## config.mk

```make
export PLATFORM = sky130hd
export DESIGN_NAME = ddr_bank_track
export DESIGN_NICKNAME = d
export VERILOG_FILES = /design/src/rtl/ddr_chk_pkg.sv /design/src/rtl/ddr_bank_track.sv
export SDC_FILE = /design/constraint.sdc
export NUM_CORES = 1
export LEC_CHECK = 0
export CORE_AREA = 2 2 39 41
export CTS_BUF_LIST = sky130_fd_sc_hd__clkbuf_16
export DETAILED_ROUTE_END_ITERATION = 16
export DIE_AREA = 0 0 41 43
export PLACE_DENSITY_LB_ADDON = 0.05
export REMOVE_ABC_BUFFERS = 1
export SYNTH_ARGS = -nofsm -noshare
export SYNTH_HDL_FRONTEND = slang
export SYNTH_SLANG_ARGS = --single-unit
```

## constraint.sdc

```tcl
create_clock -name clk -period 1.4 [get_ports clk]
set_clock_uncertainty 0.1 [all_clocks]
set_input_delay 0.14 -clock clk [delete_from_list [all_inputs] [get_ports clk]]
set_output_delay 0.14 -clock clk [all_outputs]
set_load 0.1 [all_outputs]
```

## src/rtl/ddr_chk_pkg.sv

```systemverilog
// Shared types for the DDR command legality monitor.
// Assumes: one command per clock, four-bit strobe group decoded externally to op_e.
package ddr_chk_pkg;

    // Decoded bus operation.
    typedef enum logic [2:0] {
        OP_NOP = 3'd0,
        OP_ACT = 3'd1,
        OP_RD  = 3'd2,
        OP_WR  = 3'd3,
        OP_PRE = 3'd4,
        OP_REF = 3'd5,
        OP_MRS = 3'd6,
        OP_BST = 3'd7
    } op_e;

    // Violation reason; the numeric values are visible at the port.
    typedef enum logic [2:0] {
        VC_NONE     = 3'd0,
        VC_MRS_BUSY = 3'd1,
        VC_MRS_OPEN = 3'd2,
        VC_REF_OPEN = 3'd3,
        VC_ACT_OPEN = 3'd4,
        VC_RW_IDLE  = 3'd5,
        VC_WAP_LOCK = 3'd6,
        VC_RSVD     = 3'd7
    } vcode_e;

endpackage

```

## src/rtl/ddr_bank_track.sv

```systemverilog
// Per-bank open/idle tracking plus the write auto-precharge lockout counter.
// Assumes: commands update state whether legal or not. A lockout that expires
// closes the written bank unless the same clock carries an activate to it.
module ddr_bank_track
    import ddr_chk_pkg::*;
#(
    parameter  int BA_W      = 2,
    parameter  int BURST_LEN = 4,
    localparam int NB        = 1 << BA_W,
    localparam int WAP_CYC   = BURST_LEN / 2,
    localparam int CNT_W     = $clog2(WAP_CYC + 1)
) (
    input  logic            clk,
    input  logic            rst_n,
    input  op_e             op,
    input  logic [BA_W-1:0] bank,
    input  logic            ap,
    output logic [NB-1:0]   bank_open,
    output logic [CNT_W-1:0] wap_left
);

    logic [NB-1:0]   open_q;
    logic [NB-1:0]   open_d;
    logic [CNT_W-1:0] left_q;
    logic [BA_W-1:0] wbank_q;
    logic            wap_end;

    assign wap_end = (left_q == CNT_W'(1));

    // Next open flag for every bank: commands win over the lockout expiry.
    for (genvar g = 0; g < NB; g++) begin : g_bank
        logic hit;
        assign hit = (bank == BA_W'(g));
        assign open_d[g] = (op == OP_ACT && hit)                ? 1'b1 :
                           (op == OP_PRE && (ap || hit))        ? 1'b0 :
                           (op == OP_RD && ap && hit)           ? 1'b0 :
                           (wap_end && wbank_q == BA_W'(g))     ? 1'b0 :
                                                                  open_q[g];
    end

    // Register the bank flags.
    always_ff @(posedge clk) begin
        if (!rst_n) begin
            open_q <= '0;
        end else begin
            open_q <= open_d;
        end
    end

    // Lockout counter and the bank it belongs to.
    always_ff @(posedge clk) begin
        if (!rst_n) begin
            left_q  <= '0;
            wbank_q <= '0;
        end else if (op == OP_WR && ap) begin
            left_q  <= CNT_W'(WAP_CYC);
            wbank_q <= bank;
        end else if (left_q != '0) begin
            left_q <= left_q - 1'b1;
        end
    end

    assign bank_open = open_q;
    assign wap_left  = left_q;

endmodule

```

# --- Word level (Yosys, flattened, before mapping) ---
# Index checks and enable logic that the tools add are counted.
totals:
  reg_bits: 8
  input_bits: 8
  out_inout_bits: 6
  word_cells: 69
classes:
  add_sub_neg: 1
  n_eq_ne: 11
  mux: 18
  bitwise_logic: 1
  reduce_logical: 31
ops:
  columns: ["cell", "count"]
  rows:
  - ["$logic_and 1x1->1", 18]
  - ["$mux 1", 16]
  - ["$reduce_bool 4->1", 4]
  - ["$eq 2x2->1 const B", 4]
  - ["$eq 2x1->1 const B", 3]
  - ["$eq 3x2->1 const B", 2]
  - ["$logic_not 2->1", 2]
  - ["$logic_or 1x1->1", 4]
  - ["$mux 2", 2]
  - ["$reduce_bool 2->1", 2]
  - ["$eq 3x1->1 const B", 1]
  - ["$eq 3x3->1 const B", 1]
  - ["$reduce_or 2->1", 1]
  - ["$sub 2x1->2 const B", 1]
  - ["$not 1->1", 1]

# --- Depth between registers and ports, before layout ---
logic_depth:
  ltp_word: 6
  depth_mapped: 3
  depth_no_buf: 3

# --- Least setup slack after synthesis ---
# No wires, ideal clock.
synth_timing:
  path_type: "reg-to-reg"
  from: "reg left_q[0], in the netlist wap_left[0]"
  to: "reg open_q[0], in the netlist bank_open[0]"
  setup_ps: 129
  t_arrival_ps: 1705
  t_required_ps: 1171
  path_slack_ps: -534
  path_stages_with_launch: 4
  path_buffers: 0
  period_less_slack_ps: 1934
  path_cell_list: "dfxtp_1 -> or4b_1 -> nand4_1 -> o211ai_1"
synth_between:
  elab_chain_len: 3
synth_lines:
  columns: ["element", "line", "text"]
  rows:
  - ["start, declared", "ddr_bank_track.sv:24", "logic [CNT_W-1:0] left_q;"]
  - ["start signal, assigned", "ddr_bank_track.sv:56", "left_q <= CNT_W'(WAP_CYC);"]
  - ["start signal, assigned", "ddr_bank_track.sv:59", "left_q <= left_q - 1'b1;"]
  - ["$eq 2x1->1", "ddr_bank_track.sv:28", "assign wap_end = (left_q == CNT_W'(1));"]
  - ["$logic_and 1x1->1", "ddr_bank_track.sv:37", "(wap_end && wbank_q == BA_W'(g)) ? 1'b0 :"]
  - ["$reduce_bool 4->1 (no source line)", null, null]
  - ["end signal, assigned", "ddr_bank_track.sv:46", "open_q <= open_d;"]
  - ["end, declared", "ddr_bank_track.sv:22", "logic [NB-1:0] open_q;"]
# Every way passes these cells.
# A chain may end at the register's enable or synchronous reset.

# --- Worst setup path in the final report ---
layout_timing:
  from: "reg wbank_q[0]"
  to: "reg open_q[0], in the netlist bank_open[0]"
layout_between:
  elab_chain_len: 3
layout_lines:
  columns: ["element", "line", "text"]
  rows:
  - ["start, declared", "ddr_bank_track.sv:25", "logic [BA_W-1:0] wbank_q;"]
  - ["start signal, assigned", "ddr_bank_track.sv:57", "wbank_q <= bank;"]
  - ["$logic_not 2->1", "ddr_bank_track.sv:37", null]
  - ["$logic_and 1x1->1", "ddr_bank_track.sv:37", null]
  - ["$reduce_bool 4->1 (no source line)", null, null]
# Every way passes these cells.

==> out/metrics.yaml <==
clock_network:
  cts.sinks: 8
  cts.clk_slew.worst_paths_ns: 0.04
  insertion_delay_ns: 0.23
  numCtsBuffers: 3
  clockRootBuffer: "clkbuf_16"
  ctsLongestPathBuffers: 2
  postCtsHoldBufs: 0
  cts_setup_buffers: 0
  cts_max_level: 1
  cts_tree: "yes"
  cts_resized: 0
power_and_ir_drop:
  p_per_area_nw_per_um2: 1050
  leakagePower_uw: 0.000300
  power_uw: 840
  ir_drop_uv: 733
floorplanning:
  rows: 14
  pin_count: 14
  fp.coreArea_um2: 1380
  start_util_pct: 31.9
  die-area_um2: 1760
  die_h_um: 43
  die_w_um: 41
cells_and_area:
  design_area_um2: 797
  final_cell_mix: "buf_4, dfxtp_1, clkdlybuf4s50_1"
  register_area_um2: 160
  syn2layout_area_growth_pct: 80.5
  final_common_cell: "buf_4"
  final_cell_count_no_fill: 88
  antenna_cells: 0
  utilization_pct: 57.6
  nFillCells: 118
  nets: 82
  final_layout_size_suffix_gt1_share_pct: 27.8
  multi_input_area_um2: 273
run_status:
  outcome: "finished, final reports clean"
grt:
  grt.total_usage_pct: 15.8
  grt_max_degree: 7
  antenna_found_initial: 0
  grt_pass1_wl_um: 1900
  first_global_vias: 439
  grt.overflow.total: 0
yosys:
  synth_top_area_share_pct: 36.3
  synth.avg_cell_area_um2: 9.40
  synth_warnings: 0
  syn_inst: 47
  synth_top_area_cell: "dfxtp_1"
  ys_ff_latch: 8
  synthTopCellsByArea: "dfxtp_1, nand4_1, a211oi_1"
  synth_seq_area_share_pct: 36.3
  dominantRegCellSynth: "dfxtp_1"
  synth_cell_types: 21
  netlist_area_um2: 442
  async_reset_ff_share_pct: 0
  synth-edff-count: 0
critical_path:
  start_kind: "flop"
  critPathMaxFanout: 2
  timing.rr.start: "wbank_q[0]$_SDFFE_PN0P_"
  rrSetupSlack_ns: 0.12
  startpoint: "wbank_q[0]$_SDFFE_PN0P_"
  endpoint_kind: "flop"
  timing.rr.end: "bank_open[0]$_SDFFE_PN0P_"
  required_ns: 1.41
  cp.arrival_ns: 1.28
  worstRegToRegCells: 3
  crit_type: "flop to flop"
worst_hold_path:
  worstHoldPathType: "flop to flop"
  whs_path_depth: 2
  min_to: "bank_open[0]$_SDFFE_PN0P_"
  min_from: "bank_open[0]$_SDFFE_PN0P_"
placed_design:
  dpl_cell_area_um2: 722
  finalWeightedCongestion: 0.802
  dp.cells: 85
  hpwl_um: 844
  io_buffers: 13
timing:
  hold_ws_ns: 0.441
  worstMarginPinSlew_ns: 0.239
  max-slew-margin-rel_pct: 84.0
  max_freq_mhz: 784
  setup_viol: 0
  slew_viol_final: 0
  fin_crit_sh_pct: 91.1
  hold_viol_final: 0
  min_period_ns: 1.28
  rsz0062_at_grt: "false"
drt:
  drc: 0
  wire_per_inst_um: 11.7
  num_vias: 478
  final_antenna_net_count: 0
  routed_wl_um: 1030
  drtPass1Iterations: 4
  via_per_inst: 5.43
  drtIter0Drc: 5
run:
  drv_cap: 0
==> worst max-delay path, stage by stage, from the launching register on <==
cell,delay [ns]
dfxtp_1,0.30
or4b_1,0.55
nand4_1,0.12
o211ai_1,0.08
==> kinds of logic after synthesis <==
family	count (synthesis)	share of synthesized area, %
buffers and inverters	2	1.98
multiplexers	2	4.53
AND/OR/NAND/NOR	25	40.8
flip-flops	8	36.3
AO/OA/AOI/OAI	10	16.4
==> synth_stat cells (all sizes together) (2+ instances only) <==
library cell	instances
a211oi	4
a22oi	2
dfxtp	8
mux2i	2
nand2b	3
nand3b	2
nand4	6
nand4b	2
nand4bb	2
nor2b	3
nor3	2
o211ai	2
==> sequential cells by signal, indices dropped and copies added, names as in the netlist <==
name / flops
bank_open: 4
wap_left: 2
wbank_q: 2
==> area by class of cell <==
| type | count | share of cell area, % |
|---|---|---|
| Multi-Input combinational cell | 37 | 34.2 |
| Timing Repair Buffer | 23 | 33.3 |
| Sequential cell | 8 | 20.1 |
| Clock buffer | 3 | 9.42 |
| Tap cell | 16 | 2.51 |
| Inverter | 1 | 0.471 |
==> worst max path at each step <==
stage               cells after the start                   endpoint  slack (ns)
CTS                                     3  bank_open[0]$_SDFFE_PN0P_        0.11
detailed placement                      4  bank_open[0]$_SDFFE_PN0P_        -0.1
floorplan                               3  bank_open[0]$_SDFFE_PN0P_       -0.53
finish                                  3  bank_open[0]$_SDFFE_PN0P_        0.12
global placement                        4  bank_open[2]$_SDFFE_PN0P_        -0.1
global route                            3  bank_open[0]$_SDFFE_PN0P_        0.05
==> stage by stage <==
step                      TNS [ns]  setup slack (ns)
after floorplan              -1.36            -0.534
after global placement      -0.375           -0.0962
after detailed placement    -0.448           -0.0975
after CTS                        0             0.109
after global routing             0            0.0544
final                            0             0.124
==> metal layers <==
layer	global-route usage, %	share of wire (%)	up-vias
met3	1.57	4.0	5
li1	-	-	244
met5	0	0	-
met2	21.3	45	12
met4	10.0	2.9	0
met1	23.0	48	217
==> power breakdown <==
| part | total (µW) | switching [µW] | internal (µW) |
|---|---|---|---|
| clock network | 473 | 106 | 368 |
| logic | 128 | 66.4 | 61.2 |
| registers | 240 | 4.77 | 235 |
| total | 840 | 177 | 664 |
No activity file was read; power rests on OpenSTA's default activity.
